## config.mk

```make
export PLATFORM = sky130hd
export DESIGN_NAME = crc16_serial_engine
export DESIGN_NICKNAME = d
export VERILOG_FILES = /design/src/rtl/crc16_pkg.sv /design/src/rtl/crc16_shift_step.sv /design/src/rtl/crc16_seq_ctrl.sv /design/src/rtl/crc16_rem_reg.sv /design/src/rtl/crc16_serial_engine.sv
export SDC_FILE = /design/constraint.sdc
export NUM_CORES = 1
export LEC_CHECK = 0
export ABC_AREA = 1
export BUFFER_PORTS_ARGS = -buffer_cell sky130_fd_sc_hd__buf_2
export CORE_UTILIZATION = 40
export CTS_CLUSTER_SIZE = 40
export DETAILED_ROUTE_END_ITERATION = 16
export PLACE_DENSITY = 0.66
export SKIP_LAST_GASP = 1
export SYNTH_ARGS = -nofsm -noshare
export SYNTH_HDL_FRONTEND = slang
export SYNTH_SLANG_ARGS = --single-unit
```

## constraint.sdc

```tcl
create_clock -name clk -period 1.3 [get_ports clk]
set_input_delay 0.26 -clock clk [delete_from_list [all_inputs] [get_ports clk]]
set_output_delay 0.26 -clock clk [all_outputs]
set_load 0.02 [all_outputs]
```

## src/rtl/crc16_pkg.sv

```systemverilog
package crc16_pkg;
  localparam int unsigned CHK_BYTE_W = 8;
  localparam int unsigned CHK_REM_W  = 16;
  localparam logic [15:0] CHK_POLY_REFL = 16'hA001;
  localparam logic [15:0] CHK_PRESET    = 16'hFFFF;
endpackage

```

## src/rtl/crc16_shift_step.sv

```systemverilog
// One right shift of the remainder with conditional generator XOR.
module crc16_shift_step #(
  parameter int unsigned W = 16,
  parameter logic [W-1:0] POLY = '0
) (
  input  logic [W-1:0] cur,
  output logic [W-1:0] nxt
);
  logic          carry;
  logic [W-1:0]  shifted;

  assign carry   = cur[0];
  assign shifted = {1'b0, cur[W-1:1]};

  for (genvar k = 0; k < W; k++) begin : g_bit
    if (POLY[k]) begin : g_tap
      assign nxt[k] = shifted[k] ^ carry;
    end else begin : g_pass
      assign nxt[k] = shifted[k];
    end
  end
endmodule

```

## src/rtl/crc16_seq_ctrl.sv

```systemverilog
// Handshake, shift counter and done flag.
module crc16_seq_ctrl #(
  parameter int unsigned STEPS = 8
) (
  input  logic clk,
  input  logic rst_n,
  input  logic in_valid,
  output logic in_ready,
  output logic accept,
  output logic busy,
  output logic byte_done
);
  localparam int unsigned CW = (STEPS > 1) ? $clog2(STEPS) : 1;
  localparam logic [CW-1:0] LAST = CW'(STEPS - 1);

  logic          busy_q, busy_d;
  logic          done_q, done_d;
  logic [CW-1:0] cnt_q, cnt_d;
  logic          last_step;

  assign in_ready  = !busy_q;
  assign accept    = in_valid && !busy_q;
  assign busy      = busy_q;
  assign byte_done = done_q;
  assign last_step = busy_q && (cnt_q == LAST);

  always_comb begin
    busy_d = busy_q;
    cnt_d  = cnt_q;
    done_d = done_q;
    if (accept) begin
      busy_d = 1'b1;
      cnt_d  = '0;
      done_d = 1'b0;
    end else if (busy_q) begin
      cnt_d = cnt_q + 1'b1;
      if (last_step) begin
        busy_d = 1'b0;
        done_d = 1'b1;
        cnt_d  = '0;
      end
    end
  end

  always_ff @(posedge clk or negedge rst_n) begin
    if (!rst_n) begin
      busy_q <= 1'b0;
      done_q <= 1'b0;
      cnt_q  <= '0;
    end else begin
      busy_q <= busy_d;
      done_q <= done_d;
      cnt_q  <= cnt_d;
    end
  end

  // acceptance closes the input for the shift window
  a_r4_ready_drops: assert property (@(posedge clk) disable iff (!rst_n)
    (in_valid && in_ready) |=> !in_ready);
  // done follows the final shift and input reopens
  a_r5_done_after_last: assert property (@(posedge clk) disable iff (!rst_n)
    (busy_q && cnt_q == LAST) |=> (byte_done && in_ready));
  // done falls after a new acceptance
  a_r5_done_clears: assert property (@(posedge clk) disable iff (!rst_n)
    (in_valid && in_ready) |=> !byte_done);
endmodule

```

## src/rtl/crc16_rem_reg.sv

```systemverilog
// Remainder register: byte load (with optional preset) and serial shift.
module crc16_rem_reg #(
  parameter int unsigned W  = 16,
  parameter int unsigned BW = 8,
  parameter logic [W-1:0] POLY = '0,
  parameter logic [W-1:0] INIT = '1
) (
  input  logic          clk,
  input  logic          rst_n,
  input  logic          load,
  input  logic          load_preset,
  input  logic [BW-1:0] din,
  input  logic          shift_en,
  output logic [W-1:0]  rem_q
);
  logic [W-1:0] base;
  logic [W-1:0] loaded;
  logic [W-1:0] stepped;
  logic [W-1:0] rem_d;

  assign base   = load_preset ? INIT : rem_q;
  assign loaded = {base[W-1:BW], base[BW-1:0] ^ din};

  crc16_shift_step #(.W(W), .POLY(POLY)) u_step (
    .cur (rem_q),
    .nxt (stepped)
  );

  always_comb begin
    rem_d = rem_q;
    if (load)          rem_d = loaded;
    else if (shift_en) rem_d = stepped;
  end

  always_ff @(posedge clk or negedge rst_n) begin
    if (!rst_n) rem_q <= INIT;
    else        rem_q <= rem_d;
  end

  // a preset load leaves the upper half at the preset value
  a_r2_preset_upper: assert property (@(posedge clk) disable iff (!rst_n)
    (load && load_preset) |=> (rem_q[W-1:BW] == INIT[W-1:BW]));
  // the top bit after a shift is the outgoing bit gated by the tap
  a_r3_shift_msb: assert property (@(posedge clk) disable iff (!rst_n)
    (shift_en && !load) |=> (rem_q[W-1] == ($past(rem_q[0]) & POLY[W-1])));
endmodule

```

## src/rtl/crc16_serial_engine.sv

```systemverilog
module crc16_serial_engine
  import crc16_pkg::*;
#(
  parameter int unsigned BYTE_W = CHK_BYTE_W,
  parameter int unsigned REM_W  = CHK_REM_W,
  parameter logic [REM_W-1:0] POLY   = CHK_POLY_REFL,
  parameter logic [REM_W-1:0] PRESET = CHK_PRESET
) (
  input  logic              clk,
  input  logic              rst_n,
  input  logic              in_valid,
  input  logic [BYTE_W-1:0] in_data,
  input  logic              in_start,
  output logic              in_ready,
  output logic [REM_W-1:0]  crc_out,
  output logic              byte_done,
  output logic [BYTE_W-1:0] tx_first,
  output logic [BYTE_W-1:0] tx_second
);
  logic accept;
  logic busy;

  crc16_seq_ctrl #(.STEPS(BYTE_W)) u_ctrl (
    .clk       (clk),
    .rst_n     (rst_n),
    .in_valid  (in_valid),
    .in_ready  (in_ready),
    .accept    (accept),
    .busy      (busy),
    .byte_done (byte_done)
  );

  crc16_rem_reg #(.W(REM_W), .BW(BYTE_W), .POLY(POLY), .INIT(PRESET)) u_rem (
    .clk         (clk),
    .rst_n       (rst_n),
    .load        (accept),
    .load_preset (in_start),
    .din         (in_data),
    .shift_en    (busy),
    .rem_q       (crc_out)
  );

  assign tx_first  = crc_out[BYTE_W-1:0];
  assign tx_second = crc_out[REM_W-1:REM_W-BYTE_W];

  // with no byte in flight and none accepted, the remainder holds
  a_r9_idle_hold: assert property (@(posedge clk) disable iff (!rst_n)
    (!busy && !(in_valid && in_ready)) |=> $stable(crc_out));
endmodule

```

==> metrics.txt <==
status completed; die width roughly 59 µm; register area share after synthesis 0.417; Non-Filler Instances 255; CP max stage delay 610 ps; Clock Tree Buf Depth 2; kind of critical path reg2out; Worst Path Buf+Inv 1; fin. max-slew vios 0; hpwl dp 1730 µm; average size of a mapped cell 7.93 µm²; critical path, cell by cell buf_6; antenna cells 0; internal power 2.91 mW; port bufs 45; pwr dens 2990 mW/mm²; number of H-tree levels 1; Cell variety after synth 21; Worst Path Arrival approximately 1000 ps; CP endpoint kind primary output; CTS tree built; Tmin final 1300 ps; vias in the first global route slightly below 1000; Mapped Nets 179; DRC 0; pin count of the biggest net entering global routing 22; Placed Cells 235; GRT overflow 0; clock sinks 21; combinational fraction of design power 0.645; TNS Setup 0 ps; synthesis-stage register bit count 21; Hold Crit Class in2reg; register share of total power 0.294; worst-margin pin slew 470 ps; cell family with most CP delay flip-flops; Ports 46; maximum clock rate between 0.7 and 0.8 GHz; Area Growth Syn to Fin 31.5%; die extent in y 59.2 µm; initial antenna violation count 0; Starting Density 0.425; Clk pwr share 0.061; row cnt 20; RSZ-0062 raised after global routing yes; WL final approximately 2700 µm; Slowest-stage cell, CP dfstp_2; Clk Latency, worst-skew pair 300 ps; Final ANT Viol Nets 0; critical-path maximum fanout 4; DR WL/cell approximately 11 µm; Synth warnings 0; CTS Root Cell clkbuf_4; share of cells above drive strength 1 0.436; P_sw approximately 2.2 mW; Clk pin slew, worst setup/hold paths 110 ps; post-DR vias/cell 4.40; Final Hold Viols 0; Placed Area 0.00142 mm²; initial drt markers 22; GPL Wtd Cong 0.705; core area slightly above 0.003 mm²; synthesized area 0.00131 mm²; switch share 0.434; Tot GR Track Use 0.157; Worst IR Drop VDD 1.34 mV; CP required roughly 1000 ps; Clock Skew 4.86 ps; Max Cap Viol 0; CP Launch Type register; Lkg Pwr just over 0.9 nW; period utilization 0.997; global-route wire length before repair 4170 µm; Max-slew headroom 0.687; Vias 1123; DRT Pass-1 Iters 4; final setup violation count 0; Nets approximately 230; cell area after layout 0.00172 mm²; Syn Inst Count around 170; die area 0.00350 mm²; clock buffer count from CTS 3
## logic make-up after synthesis
group,count (synthesis),share of synthesized area
adder cells (fa/ha/maj),2,0.0191
AO/OA/AOI/OAI,26,0.127
AND/OR/NAND/NOR,76,0.236
flip-flops,21,0.417
buffers and inverters,40,0.201
## state kept, by name (all words and copies together) (netlist names)
signal            cells
u_ctrl.busy           1
u_ctrl.cnt_q          3
u_ctrl.byte_done      1
u_rem.rem_q          16
## final cells by class
type | count | area, µm²
Clock buffer | 4 | 26.3
Fill cell | 309 | 1360
Inverter | 18 | 72.6
Multi-Input combinational cell | 104 | 500
Sequential cell | 21 | 546
Tap cell | 44 | 55.1
Timing Repair Buffer | 64 | 520
## power groups by stage
| stage | Combinational (mW) | Clock [mW] | Sequential, mW |
|---|---|---|---|
| global placement | 2.36 | 0 | 1.57 |
| global route | 3.65 | 0.358 | 1.56 |
| finish | 3.32 | 0.313 | 1.51 |
| floorplan | 1.74 | 0 | 1.87 |
| CTS | 2.78 | 0.329 | 1.44 |
| detailed placement | 2.38 | 0 | 1.57 |
## cell usage in the layout (no fill, tap or decap), drive strengths merged
master	instances
buf	63
a22o	1
nand2	57
o21ai	16
a21oi	2
nand3	7
dlygate4sd3	1
ha	2
inv	18
dfrtp	5
dfstp	16
nor2	12
a21boi	7
clkbuf	4
## what timing repair did
| item | CTS | global route |
|---|---|---|
| setup endpoints to repair | 21 | 33 |
| gates resized for setup | 7 | 45 |
| buffers inserted | 9 | 6 |
| endpoints found under the hold margin | 5 | 0 |
| hold buffers | 1 | 0 |
## metal layers
metal,track usage,share of wire
met1,0.210,0.46
met4,0.0612,0.0067
met2,0.258,0.49
met5,0,0
met3,0.0197,0.041
## worst reg2reg max path: stages (launching register included)
cell and delay, ps:
dfrtp_1 400, ha_1 200, ha_1 190, nand2_1 60
inv_1 40, o21ai_0 140, inv_1 50
## metrics by stage
step / setup slack [ps] / power, mW / utilization / hold WS [ps]
after global placement: 178 / 3.93 / 0.461 / 242
after detailed placement: 145 / 3.96 / 0.461 / 249
after CTS: -30.1 / 4.55 / 0.501 / 191
after global routing: -40.6 / 5.57 / 0.559 / 205
after floorplan: 197 / 3.62 / - / -35.6
final: 3.67 / 5.14 / 0.559 / 200
## cell usage after synthesis, drive strengths merged
library cell	n	area [µm²]
nor2	12	50.1
a21boi	7	52.6
dfrtp	5	125
buf	22	193
o21ai	16	95.1
nand3	7	35.0
a21oi	2	10.0
a22o	1	8.76
dfstp	16	420
ha	2	25.0
nand2	57	224
inv	18	70.1
## final timing paths
path	slack, ps	cells after the start	startpoint	to
setup / recovery	4	1	u_rem.rem_q[8]	crc_out[8]
hold / removal	200	4	in_data[0]	u_rem.rem_q[0]
setup reg to reg	120	6	u_ctrl.cnt_q[0]	u_ctrl.byte_done
hold reg to reg	490	2	u_ctrl.cnt_q[2]	u_ctrl.cnt_q[2]
max in group asynchronous	520	2	rst_n	u_rem.rem_q[14]
min in group asynchronous	430	2	rst_n	u_ctrl.cnt_q[0]
Note: power is estimated with default switching activity, not from simulation.
